**src/rtl/flow_pkg.sv**
```systemverilog
package flow_pkg;
    localparam int REG_W        = 32;
    localparam int BIT_SW_RTS   = 1;
    localparam int BIT_AUTO_RTS = 6;
    localparam int BIT_AUTO_CTS = 7;

    typedef struct packed {
        logic auto_cts;
        logic auto_rts;
        logic sw_rts;
    } flow_cfg_t;

    function automatic int trig_level(input logic [1:0] sel);
        case (sel)
            2'd0:    return 1;
            2'd1:    return 4;
            2'd2:    return 8;
            default: return 14;
        endcase
    endfunction

    function automatic int lower_level(input logic [1:0] sel);
        case (sel)
            2'd0:    return 0;
            2'd1:    return 1;
            2'd2:    return 4;
            default: return 8;
        endcase
    endfunction
endpackage

```
**src/rtl/flow_ctrl_reg.sv**
```systemverilog
module flow_ctrl_reg
    import flow_pkg::*;
(
    input  logic             clk,
    input  logic             rst,
    input  logic             wr_en,
    input  logic [REG_W-1:0] wr_data,
    input  logic             hold_next,
    input  logic             rts_n,
    output flow_cfg_t        cfg,
    output logic [REG_W-1:0] rd_data
);
    flow_cfg_t cfg_q;
    logic      unused_wr;

    assign unused_wr = ^wr_data;

    always_ff @(posedge clk) begin
        if (rst) begin
            cfg_q <= '0;
        end else begin
            if (wr_en) begin
                cfg_q.auto_rts <= wr_data[BIT_AUTO_RTS];
                cfg_q.auto_cts <= wr_data[BIT_AUTO_CTS];
            end
            if (cfg_q.auto_rts)
                cfg_q.sw_rts <= ~hold_next;
            else if (wr_en)
                cfg_q.sw_rts <= wr_data[BIT_SW_RTS];
        end
    end

    always_comb begin
        rd_data               = '0;
        rd_data[BIT_AUTO_RTS] = cfg_q.auto_rts;
        rd_data[BIT_AUTO_CTS] = cfg_q.auto_cts;
        rd_data[BIT_SW_RTS]   = cfg_q.auto_rts ? ~rts_n : cfg_q.sw_rts;
    end

    assign cfg = cfg_q;
endmodule

```
**src/rtl/flow_rts_hyst.sv**
```systemverilog
module flow_rts_hyst
    import flow_pkg::*;
#(
    parameter int LVL_W = 5
) (
    input  logic             clk,
    input  logic             rst,
    input  logic             enable,
    input  logic [LVL_W-1:0] fifo_level,
    input  logic [1:0]       trig_sel,
    output logic             hold_q,
    output logic             hold_next
);
    int lvl;
    assign lvl = int'(fifo_level);

    always_comb begin
        hold_next = hold_q;
        if (!enable)
            hold_next = 1'b0;
        else if (!hold_q && lvl >= trig_level(trig_sel))
            hold_next = 1'b1;
        else if (hold_q && lvl <= lower_level(trig_sel))
            hold_next = 1'b0;
    end

    always_ff @(posedge clk) begin
        if (rst) hold_q <= 1'b0;
        else     hold_q <= hold_next;
    end
endmodule

```
**src/rtl/flow_cts_gate.sv**
```systemverilog
module flow_cts_gate #(
    parameter int SYNC_STAGES = 2
) (
    input  logic clk,
    input  logic rst,
    input  logic enable,
    input  logic cts_n,
    input  logic req,
    output logic grant
);
    logic [SYNC_STAGES-1:0] sync_q;

    generate
        for (genvar i = 0; i < SYNC_STAGES; i++) begin : g_sync
            if (i == 0) begin : g_first
                always_ff @(posedge clk) begin
                    if (rst) sync_q[0] <= 1'b1;
                    else     sync_q[0] <= cts_n;
                end
            end else begin : g_next
                always_ff @(posedge clk) begin
                    if (rst) sync_q[i] <= 1'b1;
                    else     sync_q[i] <= sync_q[i-1];
                end
            end
        end
    endgenerate

    assign grant = req & (~enable | ~sync_q[SYNC_STAGES-1]);
endmodule

```
**src/rtl/uart_flow_ctl.sv**
```systemverilog
module uart_flow_ctl
    import flow_pkg::*;
#(
    parameter int LVL_W       = 5,
    parameter int SYNC_STAGES = 2
) (
    input  logic             clk,
    input  logic             rst,
    input  logic             ctrl_wr_en,
    input  logic [REG_W-1:0] ctrl_wr_data,
    output logic [REG_W-1:0] ctrl_rd_data,
    input  logic [LVL_W-1:0] fifo_level,
    input  logic [1:0]       trig_sel,
    input  logic             cts_n,
    input  logic             tx_start_request,
    output logic             tx_start_grant,
    output logic             rts_n
);
    flow_cfg_t cfg;
    logic      hold_q;
    logic      hold_next;

    flow_ctrl_reg u_reg (
        .clk       (clk),
        .rst       (rst),
        .wr_en     (ctrl_wr_en),
        .wr_data   (ctrl_wr_data),
        .hold_next (hold_next),
        .rts_n     (rts_n),
        .cfg       (cfg),
        .rd_data   (ctrl_rd_data)
    );

    flow_rts_hyst #(.LVL_W(LVL_W)) u_hyst (
        .clk        (clk),
        .rst        (rst),
        .enable     (cfg.auto_rts),
        .fifo_level (fifo_level),
        .trig_sel   (trig_sel),
        .hold_q     (hold_q),
        .hold_next  (hold_next)
    );

    flow_cts_gate #(.SYNC_STAGES(SYNC_STAGES)) u_cts (
        .clk    (clk),
        .rst    (rst),
        .enable (cfg.auto_cts),
        .cts_n  (cts_n),
        .req    (tx_start_request),
        .grant  (tx_start_grant)
    );

    assign rts_n = cfg.auto_rts ? hold_q : ~cfg.sw_rts;
endmodule

```
**config.mk**
```make
export PLATFORM = sky130hd
export DESIGN_NAME = uart_flow_ctl
export DESIGN_NICKNAME = d
export VERILOG_FILES = /design/src/rtl/flow_pkg.sv /design/src/rtl/flow_ctrl_reg.sv /design/src/rtl/flow_rts_hyst.sv /design/src/rtl/flow_cts_gate.sv /design/src/rtl/uart_flow_ctl.sv
export SDC_FILE = /design/constraint.sdc
export NUM_CORES = 1
export LEC_CHECK = 0
export BUFFER_PORTS_ARGS = -buffer_cell sky130_fd_sc_hd__buf_2
export CORE_MARGIN = 4
export CORE_UTILIZATION = 32
export CTS_CLUSTER_SIZE = 12
export DETAILED_ROUTE_END_ITERATION = 10
export PLACE_DENSITY = 0.86
export SETUP_SLACK_MARGIN = 0.02
export SYNTH_ARGS = -nofsm -noshare
export SYNTH_HDL_FRONTEND = slang
export SYNTH_SLANG_ARGS = --single-unit
```
**constraint.sdc**
```tcl
create_clock -name clk -period 1.82 [get_ports clk]
set_input_delay 0.546 -clock clk [delete_from_list [all_inputs] [get_ports clk]]
set_output_delay 0.546 -clock clk [all_outputs]
set_load 0.05 [all_outputs]
```
[Word level (Yosys, flattened, before mapping)]
Index checks and enable logic that the tools add are counted.
Operators by class
  muxes and demuxes: 12
  bitwise logic cells: 7
  reductions and logical operators: 5
  order comparisons: 2
  equality and inequality tests: 2
Operators with widths (number)
  $mux 32: 3
  $ge 6x32->1: 1
  $le 6x32->1: 1
  $pmux 4 s3: 2
  $mux 1: 7
  $not 1->1: 5
  $eq 2x1->1 const B: 1
  $eq 2x2->1 const B: 1
  $logic_and 1x1->1: 2
  $logic_not 2->1: 1
  $reduce_bool 2->1: 1
  $and 1x1->1: 1
  $logic_not 1->1: 1
  $or 1x1->1: 1
Word-level totals
  bits in registers: 6
  input port bits: 44
  output and inout bits: 34

[Longest topological paths before layout]
Gate-level depths: netlist of run 1.
  word-level depth: 14
  mapped depth: 7
  gate-level depth less buffers: 7

[Modules after synthesis]
A second synthesis of run 1 with hierarchy kept.
Second synthesis, totals
  cells, all modules: 79
  area total of the unflattened synthesis: 649.4 sq um
By module, submodules not included
  flow_ctrl_reg: cells an instance 44, area each 360.3 sq um, times used 1
  flow_rts_hyst: cells an instance 28, area each 220.2 sq um, times used 1
  flow_cts_gate: cells an instance 5, area each 60.1 sq um, times used 1
  uart_flow_ctl: cells an instance 2, area each 8.8 sq um, times used 1

[Worst setup path after synthesis of run 1]
OpenSTA, ideal clock, no wires.
  path type: input to output
  start: in tx_start_request
  end: out tx_start_grant
  setup slack: -411 ps
  stages on the path: 1
  data arrival time: 1685 ps
  path through: a21boi_0
Between the ends
  cells in the longest elaborated chain, start to end: 1
Ends and longest elaborated chain
  from (decl): line uart_flow_ctl.sv:15  | input logic tx_start_request,
  $and 1x1->1: line flow_cts_gate.sv:29  | assign grant = req & (~enable | ~sync_q[SYNC_STAGES-1]);
  to (decl): line uart_flow_ctl.sv:16  | output logic tx_start_grant,
No other way between the ends.

[Final worst setup path of run 1]
  start: in trig_sel[0]
  end: reg u_reg.cfg_q, in the netlist u_reg.cfg[0]
Between the ends
  cells in the longest elaborated chain, start to end: 11
Ends and longest elaborated chain
  from (decl): line uart_flow_ctl.sv:13  | input logic [1:0] trig_sel,
  $eq 2x2->1 (tied with other cells): line flow_pkg.sv:14, flow_pkg.sv:23
  $pmux 4 s3: line flow_pkg.sv:23  | case (sel)
  $mux 32: line flow_rts_hyst.sv:21  | else if (!hold_q && lvl >= trig_level(trig_sel))
  $mux 32: line flow_rts_hyst.sv:19  | if (!enable)
  $le 6x32->1: line flow_rts_hyst.sv:23  | else if (hold_q && lvl <= lower_level(trig_sel))
  $logic_and 1x1->1: line flow_rts_hyst.sv:23
  $mux 1: line flow_rts_hyst.sv:23
  $mux 1 *: line flow_rts_hyst.sv:21
  $mux 1 *: line flow_rts_hyst.sv:19
  $not 1->1 *: line flow_ctrl_reg.sv:27  | cfg_q.sw_rts <= ~hold_next;
  $mux 1 *: line flow_ctrl_reg.sv:26  | if (cfg_q.auto_rts)
  to (decl): line flow_ctrl_reg.sv:13  | flow_cfg_t cfg_q;
Every way passes the cells marked *; elsewhere a longest branch is shown, timed or not. The select of a mux whose other input is x is not followed.
A chain may end at the register's enable or synchronous reset.

==> results of run 1 <==
## cells by family (layout without fill, tap and decap cells)
logic type,Yosys count,after routing
buffers and inverters,36,27
and+or+nand+nor,15,15
AOI/OAI and AO/OA,11,11
adders and majority gates,7,7
DFF,6,6
muxes,2,2
other,1,29
## stage by stage
| stage | hold slack, ns | area [um^2] | instances |
|---|---|---|---|
| CTS | 0.419 | 678 | 124 |
| global route | 0.432 | 679 | 124 |
| detailed placement | 0.405 | 656 | 121 |
| finish | 0.414 | 679 | 124 |
| floorplan | 0.389 | 759 | 106 |
| global placement | 0.395 | 656 | 121 |
## power by group
part	leakage (nW)	switching, mW	internal (mW)
registers	0.0499	0.00569	0.140
clock network	0.0138	0.0431	0.0743
logic	0.319	0.203	0.0451
## worst paths after layout
path | startpoint | to | slack (ns) | cells after the start
worst max-delay path | trig_sel[0] | u_reg.cfg[0] | 0.13 | 7
worst min-delay path | u_cts.sync_q[0] | u_cts.sync_q[1] | 0.41 | 1
worst max register to register | u_reg.cfg[1] | u_reg.cfg[0] | 0.66 | 2
worst min register to register | u_cts.sync_q[0] | u_cts.sync_q[1] | 0.41 | 1
## state kept, by name, indices dropped and copies added, names as in the netlist
signal         count
u_cts.sync_q       2
u_hyst.hold_q      1
u_reg.cfg          3
## metal layers
layer  part of all wire, %  global-route usage [%]  wire [um]
met1                    37                    8.57        416
met3                    12                    1.69        137
met4                  0.97                    6.38         11
met2                    50                    16.3        571
met5                     0                       0          0
## layout make-up
type	instances	area, um^2
Inverter	5	18.8
Multi-Input combinational cell	64	388
Timing Repair Buffer	19	95.1
Clock buffer	3	22.5
Tap cell	27	33.8
Fill cell	217	1260
Sequential cell	6	121
## layout by cell type (no fill, tap or decap)
cell type / count
nand2_1: 4
a31oi_1: 1
ha_1: 7
o21ba_2: 1
mux2i_1: 2
inv_1: 5
or2_2: 2
o21a_1: 1
conb_1: 29
clkbuf_4: 3
a211o_1: 1
dfxtp_1: 5
a21oi_1: 2
nand2b_1: 1
dfxtp_2: 1
o211ai_1: 1
a21boi_2: 1
buf_2: 19
o21ai_1: 1
o41ai_2: 1
nor2_1: 4
and4b_1: 1
nand3_1: 1
or2b_1: 1
or4b_2: 1
a211oi_1: 1
## repair_timing
item / in CTS / in global routing
setup endpoints to repair: 0 / 2
hold buffers: 0 / 0
resized for setup: 0 / 1
==> metrics.yaml, run 1 <==
yosys:
  yosysMostFrequentCell: "buf_4"
  synth_compound_area_share_pct: 13.3
  synth_seq_cells: 6
  muxShareOfSynthArea_pct: 3.08
  synth.area.top_cells: "buf_4 (36%), dfxtp_1 (18%), ha_1 (13%)"
  ys_top_cells_by_count: "buf_4 (31), ha_1 (7), dfxtp_1 (6), inv_1 (5)"
  synth_top_family_by_area: "buffers and inverters"
  ys_async_sr_fraction_pct: 0
  syn-cell-area_um2: 651
  synthXorXnorAreaFrac_pct: 0
  ys_seq_area_share_pct: 18.5
  synth_cell_type_count: 24
  avgSynthCellArea_um2: 8.34
  synth_simple_gate_area_share_pct: 12.5
  synthFlopType: "dfxtp_1"
  synthCells: 78
  ys_warn_count: 0
  netlist.area_leader.share_pct: 35.8
  synth_edf_count: 0
  synthAdderAreaFrac_pct: 13.5
  yosysTopAreaCell: "buf_4"
finish:
  num_antenna_cells: 0
  fin_nets: 150
  finish.utilization_pct: 35.0
  syn_to_final_growth_pct: 4.42
  drive_above_1_share_pct: 29.9
routing:
  drtIter0Drc: 0
  vias: 468
  dr.pass1.iters: 1
  antenna_left: 0
  drc: 0
  drt-total-wl_um: 1140
  wl_per_cell_um: 9.16
  vias_per_cell: 3.77
clock_network:
  htreeDepth: 1
  cts_sinks: 6
  worstSkewPairLatency_ns: 0.24
  cts_buffer_depth: 2
  clk_pin_slew_ns: 0.04
  post_cts_buffers: 0
  cts-buffers-inserted: 3
  cts_root_buf: "clkbuf_4"
  cts_tree: "yes"
min_path:
  hp-class: "register to register"
sta:
  min_period_ns: 1.69
  fmax_ghz: 0.590
  hold_viol: 0
  period_share_pct: 93.1
  finalMaxSlewViolations: 0
  skew_ns: 0.00462
  rsz0062_at_grt: "false"
  fin_tns_setup_ns: 0
  setup_violations: 0
  finalWorstSetupSlack_ns: 0.125
outcome:
  status: "finished, final reports clean"
global_route:
  first_global_vias: 485
  grt_antenna_before_repair: 0
  grt_max_degree: 9
  grt-ovfl-total: 0
  grt_pass1_wl_um: 1790
  grt_usage_pct: 8.83
critical_path:
  arrival_ns: 1.84
  end_kind: "register"
  crit_slowest_cell: "ha_1"
  critical_path_class: "input port to register"
  required_ns: 1.97
  cp_num_buf_inv: 2
  critPathMaxStageDelay_ns: 0.29
  crit_chain: "buf_2 > inv_1 > ha_1 > a211o_1 > a31oi_1 > o21ai_1 > o41ai_2"
  path_max_fanout: 3
  cpLargestDelayFamily: "compound AO/OA/AOI/OAI gates"
  start_kind: "input port"
pwr:
  power_leakage_nw: 0.382
  fin_total_pwr_mw: 0.512
  max-vdd-ir-drop_mv: 0.264
  powerDensity_mw_per_mm2: 754
place:
  hpwl_um: 1010
  place.port_buffers: 19
  dp_slack_ns: -0.124
  gp_congestion: 0.759
die:
  io_pins: 78
  die_x_um: 53.1
  core-area_mm2: 0.00194
  dieArea_mm2: 0.00282
  rows: 16
  start_util_pct: 33.5
  die_y_um: 53.1
flow_run:
  maxCapViolCount: 0
Note: power is estimated with default switching activity, not from simulation.
==> run 2: changes to the inputs <==
--- a/config.mk
+++ b/config.mk
@@ -10,6 +10,7 @@
 export CORE_UTILIZATION = 32
 export CTS_CLUSTER_SIZE = 12
 export DETAILED_ROUTE_END_ITERATION = 10
+export MAX_ROUTING_LAYER = met4
 export PLACE_DENSITY = 0.86
 export SETUP_SLACK_MARGIN = 0.02
 export SYNTH_ARGS = -nofsm -noshare
==> run 2 against run 1 <==
  * Critical path depth unchanged
  * Sequential power about the same
  * Register-to-register slack about the same
  * Clock skew down 0.00058 ns
  * Setup slack worse by 0.00059 ns
  * Non-clock buffer count unchanged
  * Flip-flop and latch count unchanged
  * Routed wire length down 0.18%
  * Clock-buffer cell count unchanged
  * Fmax about the same
  * Largest cell class unchanged
==> metrics.yaml, run 2 (same netlist as run 1, synthesis figures left out) <==
outcome:
  status: "finished, final reports clean"
sta:
  skew_ns: 0.00403
  rsz0062_at_grt: "false"
  period_share_pct: 93.2
  setup_violations: 0
  fin_tns_setup_ns: 0
  finalMaxSlewViolations: 0
  hold_viol: 0
  fmax_ghz: 0.590
  min_period_ns: 1.70
clock_network:
  cts_resized: 0
  cts_tree: "yes"
  post_cts_buffers: 0
  clk_pin_slew_ns: 0.04
  worstSkewPairLatency_ns: 0.24
  cts_root_buf: "clkbuf_4"
  cts_buffer_depth: 2
  cts-buffers-inserted: 3
  hold_buffers: 0
  htreeDepth: 1
  cts_sinks: 6
global_route:
  grt_antenna_before_repair: 0
  grt-ovfl-total: 0
  grt_max_degree: 9
  grt_usage_pct: 9.05
  first_global_vias: 485
  grt_pass1_wl_um: 1790
finish:
  most-common-layout-cells: "conb_1 (29), buf_2 (19), ha_1 (7), inv_1 (5), dfxtp_1 (5)"
  fin_nets: 150
  fillers: 217
  num_antenna_cells: 0
  fin_area_um2: 679
  largest_reg_flops: 3
  layout_commonest_cell: "conb_1"
  drive_above_1_share_pct: 29.9
  syn_to_final_growth_pct: 4.42
pwr:
  powerDensity_mw_per_mm2: 752
  p_sw_mw: 0.251
  power_frac_clock_pct: 22.7
  combPwrFrac_pct: 48.7
  netSwitchingFraction_pct: 49.2
  power.internal_mw: 0.260
  seqPwrFrac_pct: 28.6
  power_leakage_nw: 0.382
  max-vdd-ir-drop_mv: 0.263
min_path:
  worstHoldPathCells: 1
  hp-class: "register to register"
critical_path:
  start_kind: "input port"
  path_max_fanout: 3
  arrival_ns: 1.84
  reg2reg_depth: 2
  end_kind: "register"
  critical_path_class: "input port to register"
  required_ns: 1.96
routing:
  vias_per_cell: 3.79
  drt-total-wl_um: 1130
  antenna_left: 0
  dr.pass1.iters: 1
  wl_per_cell_um: 9.15
  drc: 0
  drtIter0Drc: 0
  vias: 470
die:
  io_pins: 78
  rows: 16
  dieArea_mm2: 0.00282
  core-area_mm2: 0.00194
  die_y_um: 53.1
  die_x_um: 53.1
  start_util_pct: 33.5
place:
  place_area_um2: 656
  gp_congestion: 0.769
  place.port_buffers: 19
  hpwl_um: 1010
flow_run:
  maxCapViolCount: 0
[run 2: power groups by stage]
stage | Combinational [mW] | Sequential (mW) | Clock (mW)
floorplan | 0.261 | 0.147 | 0
global placement | 0.241 | 0.147 | 0
detailed placement | 0.247 | 0.148 | 0
CTS | 0.248 | 0.146 | 0.120
global route | 0.265 | 0.147 | 0.130
finish | 0.248 | 0.146 | 0.116
[run 2: layout make-up]
class | count | area [um^2] | area share, %
Clock buffer | 3 | 22.5 | 3.31
Inverter | 5 | 18.8 | 2.76
Sequential cell | 6 | 121 | 17.9
Multi-Input combinational cell | 64 | 388 | 57.1
Tap cell | 27 | 33.8 | 4.97
Timing Repair Buffer | 19 | 95.1 | 14.0
[run 2: final timing paths]
path / startpoint / endpoint / slack, ns
worst min register to register: u_cts.sync_q[0] / u_cts.sync_q[1] / 0.41
worst max-delay path: trig_sel[0] / u_reg.cfg[0] / 0.12
worst max register to register: u_reg.cfg[1] / u_reg.cfg[0] / 0.66
worst min-delay path: u_cts.sync_q[0] / u_cts.sync_q[1] / 0.41
[run 2: metal layers]
metal,global-route usage (%),up-vias,part of all wire [%]
met5,-,-,0
met4,6.38,0,1.1
met3,1.69,2,12
met2,16.3,29,50
met1,8.57,198,37
li1,-,241,-
[run 2: critical path, stage by stage]
cell and delay [ns]:
buf_2 0.09, inv_1 0.06, ha_1 0.29, a211o_1 0.29, a31oi_1 0.18, o21ai_1 0.11, o41ai_2 0.27
[run 2: through the flow]
step	setup slack [ns]	power [mW]	util (%)	hold slack (ns)	std cells
floorplan	0.0619	0.407	-	0.389	106
global placement	-0.0748	0.388	33.8	0.395	121
detailed placement	-0.124	0.396	33.8	0.405	121
CTS	0.0376	0.515	34.9	0.419	124
global route	0.0309	0.543	35.0	0.432	124
finish	0.125	0.511	35.0	0.413	124
